$ cat config.mk
export PLATFORM = sky130hd
export DESIGN_NAME = dma_chain_engine
export DESIGN_NICKNAME = d
export VERILOG_FILES = /design/src/rtl/dma_chain_pkg.sv /design/src/rtl/dma_addr_unit.sv /design/src/rtl/dma_len_track.sv /design/src/rtl/dma_chain_engine.sv
export SDC_FILE = /design/constraint.sdc
export NUM_CORES = 1
export LEC_CHECK = 0
export BUFFER_PORTS_ARGS = -buffer_cell sky130_fd_sc_hd__buf_2
export CORE_MARGIN = 3
export CORE_UTILIZATION = 60
export DETAILED_ROUTE_END_ITERATION = 8
export PLACE_DENSITY_LB_ADDON = 0.05
export REMOVE_ABC_BUFFERS = 1
export SLEW_MARGIN = 5
export SYNTH_ARGS = -nofsm -noshare
export SYNTH_HDL_FRONTEND = slang
export SYNTH_HIERARCHICAL = 1
export SYNTH_SLANG_ARGS = --single-unit
$ cat constraint.sdc
create_clock -name clk_i -period 3.67 [get_ports clk_i]
set_input_delay 0 -clock clk_i [delete_from_list [all_inputs] [get_ports clk_i]]
set_output_delay 0 -clock clk_i [all_outputs]
set_load 0.005 [all_outputs]
$ cat src/rtl/dma_chain_pkg.sv
package dma_chain_pkg;
  localparam int unsigned DATA_W      = 32;
  localparam int unsigned DESC_WORDS  = 6;
  localparam int unsigned ROW_BYTES_W = 16;
  localparam int unsigned ROW_CNT_W   = 14;
  localparam int unsigned STRIDE_W    = 16;

  localparam int unsigned FLAG_IRQ   = 0;
  localparam int unsigned FLAG_2D    = 1;
  localparam int unsigned FLAG_DINC  = 4;
  localparam int unsigned FLAG_DSKIP = 7;
  localparam int unsigned FLAG_SINC  = 8;
  localparam int unsigned FLAG_SSKIP = 11;

  typedef struct packed {
    logic sskip;
    logic sinc;
    logic dskip;
    logic dinc;
    logic mode2d;
    logic irq_en;
  } flags_t;

  typedef enum logic [2:0] {
    ST_IDLE, ST_FETCH, ST_SETUP, ST_CHK, ST_RD, ST_WR, ST_ROW, ST_DONE
  } eng_st_e;
endpackage

$ cat src/rtl/dma_addr_unit.sv
module dma_addr_unit #(
  parameter int unsigned AW = 32,
  parameter int unsigned SW = 16
) (
  input  logic          clk_i,
  input  logic          rst_ni,
  input  logic          load_i,
  input  logic [AW-1:0] load_addr_i,
  input  logic          step_i,
  input  logic          jump_i,
  input  logic [SW-1:0] stride_i,
  output logic [AW-1:0] addr_o
);
  localparam int unsigned WORD_BYTES = 4;

  logic [AW-1:0] addr_q;
  logic [AW-1:0] stride_ext;

  assign stride_ext = {{(AW-SW){stride_i[SW-1]}}, stride_i};

  always_ff @(posedge clk_i or negedge rst_ni) begin
    if (!rst_ni)      addr_q <= '0;
    else if (load_i)  addr_q <= load_addr_i;
    else if (step_i)  addr_q <= addr_q + AW'(WORD_BYTES);
    else if (jump_i)  addr_q <= addr_q + stride_ext;
  end

  assign addr_o = addr_q;
endmodule

$ cat src/rtl/dma_len_track.sv
module dma_len_track #(
  parameter int unsigned LW = 32,
  parameter int unsigned XW = 16,
  parameter int unsigned RW = 14
) (
  input  logic          clk_i,
  input  logic          rst_ni,
  input  logic          load_i,
  input  logic          mode2d_i,
  input  logic [LW-1:0] len_word_i,
  input  logic          beat_i,
  input  logic          row_next_i,
  output logic          row_empty_o,
  output logic          last_row_o,
  output logic [LW-1:0] len_view_o
);
  localparam int unsigned YW   = RW + 1;
  localparam int unsigned PADW = LW - XW - YW;

  logic [LW-1:0] xrem_q, xrel_q, view_q, xrem_dec;
  logic [YW-1:0] yrem_q;
  logic          mode_q;

  assign xrem_dec = xrem_q - LW'(4);

  always_ff @(posedge clk_i or negedge rst_ni) begin
    if (!rst_ni) begin
      xrem_q <= '0;
      xrel_q <= '0;
      view_q <= '0;
      yrem_q <= '0;
      mode_q <= 1'b0;
    end else if (load_i) begin
      mode_q <= mode2d_i;
      view_q <= len_word_i;
      if (mode2d_i) begin
        xrem_q <= LW'(len_word_i[XW-1:0]);
        xrel_q <= LW'(len_word_i[XW-1:0]);
        yrem_q <= YW'(len_word_i[XW+RW-1:XW]) + YW'(1);
      end else begin
        xrem_q <= len_word_i;
        xrel_q <= len_word_i;
        yrem_q <= YW'(1);
      end
    end else if (beat_i) begin
      xrem_q <= xrem_dec;
      view_q <= mode_q ? {{PADW{1'b0}}, yrem_q, xrem_dec[XW-1:0]} : xrem_dec;
    end else if (row_next_i) begin
      yrem_q <= yrem_q - YW'(1);
      xrem_q <= xrel_q;
    end
  end

  assign row_empty_o = (xrem_q == '0);
  assign last_row_o  = (yrem_q == YW'(1));
  assign len_view_o  = view_q;
endmodule

$ cat src/rtl/dma_chain_engine.sv
module dma_chain_engine
  import dma_chain_pkg::*;
#(
  parameter int unsigned AW = 32
) (
  input  logic              clk_i,
  input  logic              rst_ni,
  input  logic              start_i,
  input  logic [AW-1:0]     head_addr_i,
  input  logic              chan_en_i,
  input  logic              status_clr_i,
  output logic              active_o,
  output logic              paused_o,
  output logic              end_o,
  output logic              irq_o,
  output logic [DATA_W-1:0] len_o,
  output logic [AW-1:0]     src_o,
  output logic [AW-1:0]     dst_o,
  output logic              mem_req_o,
  output logic              mem_we_o,
  output logic [AW-1:0]     mem_addr_o,
  output logic [DATA_W-1:0] mem_wdata_o,
  input  logic [DATA_W-1:0] mem_rdata_i,
  input  logic              mem_ack_i
);
  localparam int unsigned WIX = $clog2(DESC_WORDS);
  localparam logic [WIX-1:0] WIX_LAST = WIX'(DESC_WORDS - 1);
  localparam int unsigned NSIDE = 2;  // 0: source, 1: destination

  eng_st_e           st_q;
  logic [WIX-1:0]    widx_q;
  logic [AW-1:0]     cur_desc_q;
  flags_t            flags_q;
  logic [DATA_W-1:0] src_w_q, dst_w_q, len_w_q, stride_w_q, link_w_q;
  logic [DATA_W-1:0] data_q;
  logic              active_q, paused_q, end_q, irq_q;

  logic              beat_done, setup, row_next, row_empty, last_row;
  logic [AW-1:0]     side_base   [NSIDE];
  logic              side_step   [NSIDE];
  logic [STRIDE_W-1:0] side_stride [NSIDE];
  logic [AW-1:0]     side_addr   [NSIDE];

  // memory command from state
  always_comb begin
    mem_req_o   = 1'b0;
    mem_we_o    = 1'b0;
    mem_addr_o  = side_addr[0];
    mem_wdata_o = data_q;
    unique case (st_q)
      ST_FETCH: begin
        mem_req_o  = 1'b1;
        mem_addr_o = cur_desc_q + AW'({widx_q, 2'b00});
      end
      ST_RD: mem_req_o = !flags_q.sskip;
      ST_WR: begin
        mem_req_o  = !flags_q.dskip;
        mem_we_o   = !flags_q.dskip;
        mem_addr_o = side_addr[1];
      end
      default: ;
    endcase
  end

  assign beat_done = (st_q == ST_WR) && (flags_q.dskip || mem_ack_i);
  assign setup     = (st_q == ST_SETUP);
  assign row_next  = (st_q == ST_ROW) && !last_row;

  assign side_base[0]   = AW'(src_w_q);
  assign side_base[1]   = AW'(dst_w_q);
  assign side_step[0]   = beat_done && flags_q.sinc;
  assign side_step[1]   = beat_done && flags_q.dinc;
  assign side_stride[0] = flags_q.mode2d ? stride_w_q[STRIDE_W-1:0] : '0;
  assign side_stride[1] = flags_q.mode2d ? stride_w_q[DATA_W-1:DATA_W-STRIDE_W] : '0;

  for (genvar g = 0; g < NSIDE; g++) begin : g_side
    dma_addr_unit #(.AW(AW), .SW(STRIDE_W)) u_addr (
      .clk_i       (clk_i),
      .rst_ni      (rst_ni),
      .load_i      (setup),
      .load_addr_i (side_base[g]),
      .step_i      (side_step[g]),
      .jump_i      (row_next),
      .stride_i    (side_stride[g]),
      .addr_o      (side_addr[g])
    );
  end

  dma_len_track #(.LW(DATA_W), .XW(ROW_BYTES_W), .RW(ROW_CNT_W)) u_len (
    .clk_i       (clk_i),
    .rst_ni      (rst_ni),
    .load_i      (setup),
    .mode2d_i    (flags_q.mode2d),
    .len_word_i  (len_w_q),
    .beat_i      (beat_done),
    .row_next_i  (row_next),
    .row_empty_o (row_empty),
    .last_row_o  (last_row),
    .len_view_o  (len_o)
  );

  always_ff @(posedge clk_i or negedge rst_ni) begin
    if (!rst_ni) begin
      st_q       <= ST_IDLE;
      widx_q     <= '0;
      cur_desc_q <= '0;
      flags_q    <= '0;
      src_w_q    <= '0;
      dst_w_q    <= '0;
      len_w_q    <= '0;
      stride_w_q <= '0;
      link_w_q   <= '0;
      data_q     <= '0;
      active_q   <= 1'b0;
      paused_q   <= 1'b0;
      end_q      <= 1'b0;
      irq_q      <= 1'b0;
    end else begin
      if (status_clr_i) begin
        end_q <= 1'b0;
        irq_q <= 1'b0;
      end
      unique case (st_q)
        ST_IDLE: if (start_i) begin
          cur_desc_q <= head_addr_i;
          widx_q     <= '0;
          if (chan_en_i && head_addr_i != '0) begin
            st_q     <= ST_FETCH;
            active_q <= 1'b1;
            paused_q <= 1'b0;
          end else begin
            active_q <= 1'b0;
            paused_q <= 1'b1;
          end
        end
        ST_FETCH: if (mem_ack_i) begin
          unique case (widx_q)
            WIX'(0): flags_q <= '{sskip:  mem_rdata_i[FLAG_SSKIP],
                                  sinc:   mem_rdata_i[FLAG_SINC],
                                  dskip:  mem_rdata_i[FLAG_DSKIP],
                                  dinc:   mem_rdata_i[FLAG_DINC],
                                  mode2d: mem_rdata_i[FLAG_2D],
                                  irq_en: mem_rdata_i[FLAG_IRQ]};
            WIX'(1): src_w_q    <= mem_rdata_i;
            WIX'(2): dst_w_q    <= mem_rdata_i;
            WIX'(3): len_w_q    <= mem_rdata_i;
            WIX'(4): stride_w_q <= mem_rdata_i;
            default: link_w_q   <= mem_rdata_i;
          endcase
          if (widx_q == WIX_LAST) begin
            widx_q <= '0;
            st_q   <= ST_SETUP;
          end else begin
            widx_q <= widx_q + WIX'(1);
          end
        end
        ST_SETUP: st_q <= ST_CHK;
        ST_CHK:   st_q <= row_empty ? ST_ROW : ST_RD;
        ST_RD: begin
          if (flags_q.sskip) begin
            data_q <= '0;
            st_q   <= ST_WR;
          end else if (mem_ack_i) begin
            data_q <= mem_rdata_i;
            st_q   <= ST_WR;
          end
        end
        ST_WR:  if (beat_done) st_q <= ST_CHK;
        ST_ROW: st_q <= last_row ? ST_DONE : ST_CHK;
        ST_DONE: begin
          end_q <= 1'b1;
          if (flags_q.irq_en) irq_q <= 1'b1;
          cur_desc_q <= AW'(link_w_q);
          if (chan_en_i && link_w_q != '0) begin
            st_q <= ST_FETCH;
          end else begin
            st_q     <= ST_IDLE;
            active_q <= 1'b0;
            paused_q <= 1'b1;
          end
        end
        default: st_q <= ST_IDLE;
      endcase
    end
  end

  assign active_o = active_q;
  assign paused_o = paused_q;
  assign end_o    = end_q;
  assign irq_o    = irq_q;
  assign src_o    = side_addr[0];
  assign dst_o    = side_addr[1];
endmodule

* After elaboration in Yosys (flattened, before gate mapping) *
Cells that the tools add are included.

word-level totals
  flip-flop bits (word level) = 416
  input port bits = 70
  output and inout port bits = 166
  word-level logic and storage cells = 148

cells by class
  add/sub/neg operators = 9
  eq/ne operators = 21
  muxes and demuxes = 54
  bitwise operators = 1
  reduce and logical (&&, ||, !) cells = 37

operators with widths
  kind                                                   count
  two-way mux 32 bit                                     16
  one-hot mux 32 bit (2 select lines)                    2
  adder 32 x 3 -> 32 bit (second input constant)         2
  adder 32 bit                                           2
  nonzero test 32 bit                                    2
  two-way mux 15 bit                                     4
  two-way mux 3 bit                                      11
  adder 32 x 5 -> 32 bit                                 1
  zero test 32 bit                                       1
  two-way mux 16 bit                                     2
  subtractor 32 x 3 -> 32 bit (second input constant)    1
  one-hot mux 3 bit (8 select lines)                     1
  AND reduction 3 bit                                    8
  equality test 3 bit (second input constant)            6
  adder 14 x 1 -> 15 bit (second input constant)         1
  equality test 15 x 1 -> 1 bit (second input constant)  1
  subtractor 15 x 1 -> 15 bit (second input constant)    1
  two-way mux 1 bit                                      13
  equality test 3 x 2 -> 1 bit (second input constant)   4
  != test 2 bit (second input constant)                  6
  nonzero test 2 bit                                     6
  nonzero test 3 bit                                     3
  equality test 3 x 1 -> 1 bit (second input constant)   2
  logical AND 1 bit                                      6
  14 further kinds                                       20

* Logic depth before layout (Yosys ltp) *
Gate-level depths: netlist of the first run.

  depth in word-level cells = 6
  mapped depth = 14
  gate-level depth less buffers = 13

* Hierarchy *
Netlist of the first run, hierarchy kept.

modules (own cells, without submodules)
  module                             instances  cells each  area each (um^2)  seq. area each (um^2)
  dma_chain_engine                   1          934         11061.9           6005.8
  dma_len_track                      1          688         6100.9            2802.7
  dma_addr_unit at g_side[1].u_addr  1          499         3851.2            800.8
  dma_addr_unit at g_side[0].u_addr  1          504         3787.4            800.8

* Worst setup path after synthesis of the first run *
OpenSTA, ideal clock, no wires.

  path kind = flip-flop to flip-flop
  from = reg flags_q[1] (netlist bit)
  to = reg g_side[1].u_addr.addr_q[28]
  library setup time = 0.074 ns
  arrival time = 3.073 ns
  setup slack = 0.522 ns
  stages on the path, launching flop included = 11
  path buffers = 0
  clock period less this slack = 3.148 ns
  path through = dfrtp_1 and2_1 ha_1 a21o_1 o21bai_1 a211oi_1 o22ai_1 o31ai_2 mux2_4 a221o_1 o21ai_2

RTL lines
  element                 RTL line                 text
  from (decl)             dma_chain_engine.sv:33   flags_t flags_q;
  from (signal assigned)  dma_chain_engine.sv:138  WIX'(0): flags_q <= '{sskip: mem_rdata_i[FLAG_SSKIP],
  to (signal assigned)    dma_addr_unit.sv:23      else if (load_i) addr_q <= load_addr_i;
  to (signal assigned)    dma_addr_unit.sv:24      else if (step_i) addr_q <= addr_q + AW'(WORD_BYTES);
  to (signal assigned)    dma_addr_unit.sv:25      else if (jump_i) addr_q <= addr_q + stride_ext;
  to (decl)               dma_addr_unit.sv:16      logic [AW-1:0] addr_q;

==> results.json, run 1 <==
{
  "crit_path_cell_trace": "buf_12 > and2_1 > ha_1 > inv_1 > fa_1 > nor2b_1 > o21bai_1 > a31o_2 > a21oi_2 > a21oi_2 > o31ai_4 > a311oi_1 > xor2_1 > a211oi_2",
  "power.switching_mw": 2.24,
  "largest_register_ff_count": 64,
  "die-width_um": 209,
  "synth_compound_area_frac": 0.190,
  "ff2ff_setup_slack_ns": 0.22,
  "ys.flop_type": "dfrtp_1",
  "finalSetupViolations": 0,
  "worstSetupPathType": "reg2reg",
  "crit_fanout": 22,
  "drive_gt1_frac": 0.208,
  "synth_top_family_by_area": "compound AO/OA/AOI/OAI gates",
  "seqPwrFrac": 0.464,
  "die_h_um": 209,
  "synth_adder_area_share": 0.0387,
  "grt_start_max_net_pins": 86,
  "pwr-share-clk": 0.496,
  "synth_cells": 2625,
  "wl_per_cell_um": 25.1,
  "slowest_delay_ns": 0.50,
  "synth_edf_count": 0,
  "synth_seq_cells": 416,
  "maxCapViolations": 0,
  "core.rowCount": 73,
  "overflow": 0,
  "grt_pass1_vias": 22200,
  "syn-cell-area_sq_um": 24800,
  "pwr_density_cell_nw_per_um2": 343,
  "crit_required_ns": 4.16,
  "finalCriticalPeriod_ns": 3.45,
  "syn_avg_cell_area_sq_um": 9.45,
  "drv_slew": 0,
  "viasPerCell": 6.64,
  "grt_use_total": 0.387,
  "synth_largest_area_cell": "dfrtp_1",
  "synthArstFlopShare": 1.00,
  "gp_congestion": 0.995,
  "cp_common_cell": "a21oi_2",
  "end_kind": "register",
  "dp.cells": 3324,
  "ys_top_cells_by_area": "dfrtp_1, mux2_2, o21ai_0, nand2_1, ha_1",
  "antenna_found_initial": 3,
  "r2r_end": "g_side[0].u_addr/addr_o[30]",
  "cp_slowest_cell": "dfrtp_2",
  "muxShareOfSynthArea": 0.0999,
  "placeableCoreArea_sq_um": 40300,
  "reg2reg_depth": 14,
  "p_comb_frac": 0.041,
  "cts_setup_buffers": 0,
  "io_pins": 236,
  "rr_startpoint": "flags_q[1]",
  "synth_simple_gate_area_frac": 0.162,
  "synth_xor_area_frac": 0.0537,
  "arrival_ns": 3.94,
  "period_share": 0.940,
  "die-area_sq_um": 43800,
  "syn2layout_area_growth_pct": 17.3,
  "internal_power_mw": 7.72,
  "path_delay_family": "compound AO/OA/AOI/OAI gates",
  "fmax_mhz": 290,
  "num_vias": 23100,
  "drt_wl_total_mm": 87.2,
  "ir_drop_uv": 386,
  "synth_top_area_share": 0.420,
  "status": "complete, no violations",
  "fin_total_pwr_mw": 9.96,
  "cts_buffer_depth": 3,
  "max-slew-margin-rel": 0.279,
  "io_buffer_count": 235,
  "numClockSinks": 416,
  "fin_skew_ns": 0.0289,
  "startpoint_type": "register",
  "cts_buffers": 45,
  "route.detailed.drc": 0,
  "holdCritPathClass": "in2async",
  "worstMarginPinSlew_ns": 1.08,
  "crit_buf_inv": 2,
  "nNetsFinal": 3061,
  "layout_commonest_cell": "dfrtp_1",
  "synth_cell_types": 97,
  "hold_viol_final": 0,
  "synth_warnings": 6,
  "switching_share": 0.225,
  "cts_root_buf": "clkbuf_16",
  "instances_no_fill": 3476,
  "ys_seq_area_frac": 0.420,
  "postRouteAntennaNets": 0,
  "rsz0062_at_grt": "no",
  "mostFrequentLayoutCells": "dfrtp_1, nand2_1, buf_2, o21ai_0, a21oi_1",
  "drtIter0Drc": 2415,
  "start_util": 0.616,
  "grt_pass1_wl_mm": 131,
  "clk_latency_ns": 0.59,
  "clk_pin_slew_ns": 0.06,
  "drtPass1Iterations": 9,
  "p_leak_nw": 13.5,
  "htreeDepth": 2,
  "cts_tree": "done",
  "hpwlAfterDp_mm": 62.1
}
==> worst max-delay path by stage <==
stage                from                     endpoint  slack [ns]  cells after the start
2_1_floorplan     st_q[2]  g_side[0].u_addr/addr_o[20]      -11.43                      6
3_3_place_gp   flags_q[1]  g_side[0].u_addr/addr_o[30]        0.21                     14
3_5_place_dp   flags_q[1]  g_side[0].u_addr/addr_o[30]        0.16                     14
4_1_cts        flags_q[1]  g_side[0].u_addr/addr_o[30]        0.12                     14
5_1_grt        flags_q[1]  g_side[0].u_addr/addr_o[30]        0.02                     14
6_report       flags_q[1]  g_side[0].u_addr/addr_o[30]        0.22                     14
==> repair_timing <==
item,in CTS,in global routing
resized for setup,0,2
hold buffers,70,0
endpoints found under the hold margin,479,0
endpoints found under the setup margin,0,5
==> final cells by class <==
type | instances | area (sq um)
well taps | 525 | 657
multi-input cells | 1986 | 13600
clock buffers | 63 | 1270
clock inverters | 18 | 308
flip-flops and latches | 416 | 10400
inverters | 86 | 323
fillers | 2987 | 11200
diodes | 1 | 2.50
repair buffers | 381 | 2540
==> cells in the mapped netlist, types with 5 or more instances <==
master and count:
xor2_1 65, or4_1 7, or2_2 7, a221o_1 6, nor3b_1 8, o22ai_1 35, buf_2 21, a21o_1 43
nand4_1 33, nor3_1 45, nand2b_1 20, ha_1 72, nand3_1 77, clkbuf_1 103, inv_1 84, o22a_1 8
dfrtp_1 416, o211ai_1 14, a221oi_1 6, a211oi_1 20, o21bai_1 5, o221ai_1 20, nor2_1 139, o21ai_1 10
and3_1 38, and2_1 46, xnor2_1 87, nand2_1 272, a2bb2oi_1 9, o31ai_1 15, o21ai_0 209, mux2_2 172
a21oi_1 179, mux2i_1 48, o21a_1 10, nor4_1 43, a22o_1 35, a31oi_1 34, o31a_1 9, and4_1 15
nor2b_1 25, a22oi_1 11, buf_1 7
==> per-stage QoR <==
| stage | instance area (sq um) | TNS (ns) | worst slack [ns] | utilization | hold slack [ns] |
|---|---|---|---|---|---|
| finish | 29100 | 0 | 0.218 | 0.722 | 0.0145 |
| floorplan | 24200 | -1638.96 | -11.43 | - | -0.296 |
| global route | 29100 | 0 | 0.0171 | 0.722 | 0.0595 |
| detailed placement | 26800 | 0 | 0.162 | 0.665 | 0.0516 |
| CTS | 29100 | 0 | 0.120 | 0.722 | 0.0472 |
| global placement | 26800 | 0 | 0.211 | 0.665 | 0.0514 |
==> per-layer routing <==
| layer | vias to the layer above | global-route usage | wire length [um] |
|---|---|---|---|
| met5 | - | 0 | 0 |
| met2 | 1335 | 0.607 | 39500 |
| met4 | 0 | 0.202 | 5360 |
| met3 | 311 | 0.0810 | 8460 |
| li1 | 10200 | - | - |
| met1 | 11300 | 0.509 | 33800 |
==> logic make-up after synthesis <==
logic type | count (synthesis)
simple gates | 803
compound gates | 731
flops | 416
mux | 225
buf+inv | 223
xor+xnor | 152
fa+ha+maj | 75
==> power groups by stage <==
stage | logic [mW] | registers (mW) | clock network, mW
6_report | 0.404 | 4.62 | 4.94
5_1_grt | 0.427 | 4.62 | 5.14
4_1_cts | 0.397 | 4.62 | 4.96
3_5_place_dp | 0.340 | 4.70 | 0
3_3_place_gp | 0.335 | 4.70 | 0
2_1_floorplan | 0.0505 | 4.70 | 0
==> worst register-to-register path, cell delays in order, from the launching register on <==
cell and delay [ns]:
dfrtp_2 0.50, buf_12 0.24, and2_1 0.17, ha_1 0.16, inv_1 0.06, fa_1 0.41
nor2b_1 0.16, o21bai_1 0.10, a31o_2 0.29, a21oi_2 0.27, a21oi_2 0.15, o31ai_4 0.30
a311oi_1 0.15, xor2_1 0.18, a211oi_2 0.22
Note: power is estimated with default switching activity, not from simulation.
==> inputs of run 2 (changes only) <==
Settings changed: PLACE_DENSITY set to 0.8, PLACE_DENSITY_LB_ADDON 0.05 to unset.
==> run 2 against run 1 <==
Net effect:
- largest cell class unchanged
- largest power group unchanged
- wire length grew 0.12%
- critical path depth shrank 2
- via count grew 0.65%
- first-iteration DRC count grew 26%
- final cell count grew 0.17%
- critical path type unchanged
- critical endpoint is now g_side[0].u_addr/addr_o[29]
- core utilization shrank 0.12 points
- sequential power is essentially flat
- clock skew shrank 0.013 ns
==> results.json, run 2 (same netlist as run 1, synthesis figures left out) <==
{
  "drive_gt1_frac": 0.210,
  "htreeDepth": 2,
  "start_util": 0.616,
  "io_pins": 236,
  "crit_required_ns": 4.14,
  "regArea_sq_um": 10400,
  "worstMarginPinSlew_ns": 1.26,
  "cts_buffers": 45,
  "crit_fanout": 16,
  "grt_pass1_vias": 22500,
  "startpoint_type": "register",
  "whs_ns": 0.0571,
  "rsz0062_at_grt": "no",
  "drtPass1Iterations": 8,
  "drv_slew": 0,
  "mostFrequentLayoutCells": "dfrtp_1, nand2_1, buf_2, o21ai_0, a21oi_1",
  "fin_tns_setup_ns": 0,
  "die_h_um": 209,
  "die-area_sq_um": 43800,
  "largest_register_ff_count": 64,
  "gp_congestion": 1.01,
  "syn2layout_area_growth_pct": 17.1,
  "pwr_density_cell_nw_per_um2": 335,
  "num_vias": 23200,
  "placeableCoreArea_sq_um": 40300,
  "numClockSinks": 416,
  "die-width_um": 209,
  "fmax_mhz": 288,
  "grt_pass1_wl_mm": 133,
  "fin_total_pwr_mw": 9.73,
  "postRouteAntennaNets": 0,
  "viasPerCell": 6.67,
  "io_buffer_count": 235,
  "nNetsFinal": 3062,
  "cts_tree": "done",
  "max-slew-margin-rel": 0.155,
  "cts_buffer_depth": 3,
  "core.rowCount": 73,
  "overflow": 0,
  "period_share": 0.945,
  "arrival_ns": 3.94,
  "wl_per_cell_um": 25.1,
  "p_leak_nw": 13.5,
  "maxCapViolations": 0,
  "antenna_found_initial": 11,
  "ir_drop_uv": 388,
  "clk_latency_ns": 0.60,
  "hold_viol_final": 0,
  "clk_pin_slew_ns": 0.06,
  "holdCritPathClass": "in2async",
  "status": "complete, no violations",
  "worstSetupPathType": "reg2reg",
  "finalCriticalPeriod_ns": 3.47,
  "drt_wl_total_mm": 87.3,
  "finalSetupViolations": 0,
  "drtIter0Drc": 3035,
  "hpwlAfterDp_mm": 62.2,
  "end_kind": "register",
  "layout_commonest_cell": "dfrtp_1",
  "multi_input_area_sq_um": 13600,
  "cts_root_buf": "clkbuf_16",
  "num-fill-cells": 2978,
  "grt_start_max_net_pins": 111,
  "post-route-util": 0.721,
  "grt_use_total": 0.392,
  "fin_skew_ns": 0.0155,
  "route.detailed.drc": 0
}
[run 2: changes by cell type in the layout (fill, tap and decap cells not counted), moves of 2 or more]
| cell | before | now |
|---|---|---|
| diode_2 | 1 | 5 |
| bufinv_16 | 8 | 3 |
| clkbuf_8 | 6 | 9 |
| inv_6 | 0 | 2 |
| clkinv_2 | 7 | 10 |
| clkbuf_1 | 11 | 8 |
[run 2: report_power, final]
part	switching [mW]	total, mW	internal [mW]
Combinational	0.280	0.413	0.133
Sequential	0.0144	4.62	4.60
Clock	1.98	4.70	2.71
Total	2.28	9.73	7.45
[run 2: layout make-up]
cell class / instances / share of cell area
Antenna cell: 5 / 0.000431
Clock buffer: 63 / 0.0449
Clock inverter: 19 / 0.00720
Inverter: 86 / 0.0111
Multi-Input combinational cell: 1986 / 0.467
Sequential cell: 416 / 0.359
Tap cell: 525 / 0.0226
Timing Repair Buffer: 382 / 0.0883
[run 2: final timing paths]
path	depth (start not counted)	slack, ns	to	startpoint
min in group clk_i	3	0.19	end_o	status_clr_i
min reg2reg	1	0.48	u_len/len_view_o[3]	u_len/len_view_o[3]
max in group asynchronous	3	2.49	u_len/len_view_o[29]	rst_ni
min	2	0.06	mem_wdata_o[27]	rst_ni
max reg2reg	12	0.20	g_side[0].u_addr/addr_o[29]	flags_q[1]
max	12	0.20	g_side[0].u_addr/addr_o[29]	flags_q[1]
[run 2: critical path, stage by stage, from the launching register on]
cell and delay [ns]:
dfrtp_2 0.54, buf_4 0.24, and2_1 0.16, ha_1 0.38, a21oi_4 0.22, a2bb2oi_2 0.18, o31ai_2 0.13, a21bo_1 0.25
a211o_1 0.33, a221oi_2 0.34, o21ai_2 0.15, nor3b_1 0.17, o31a_1 0.25
[run 2: timing repair]
| action | in CTS | in global routing |
|---|---|---|
| buffers inserted | 0 | 0 |
| hold buffers | 70 | 0 |
| hold endpoints to repair | 335 | 0 |
| endpoints found under the setup margin | 0 | 9 |
| resized for setup | 0 | 2 |
[run 2: stage by stage]
step	setup WS [ns]	instances	area (sq um)
final	0.200	3482	29000
after global routing	0.0741	3477	29000
after CTS	0.0507	3477	29000
after detailed placement	0.0855	3325	26800
after global placement	0.152	3325	26800
after floorplan	-11.43	2488	24200
[run 2: routing by layer]
metal	track usage	vias to the layer above	wire, um	share of wire
li1	-	10200	-	-
met1	0.517	11300	33700	0.39
met2	0.603	1451	39100	0.45
met3	0.102	276	9570	0.11
met4	0.194	4	4810	0.055
met5	0	-	27	0.00031
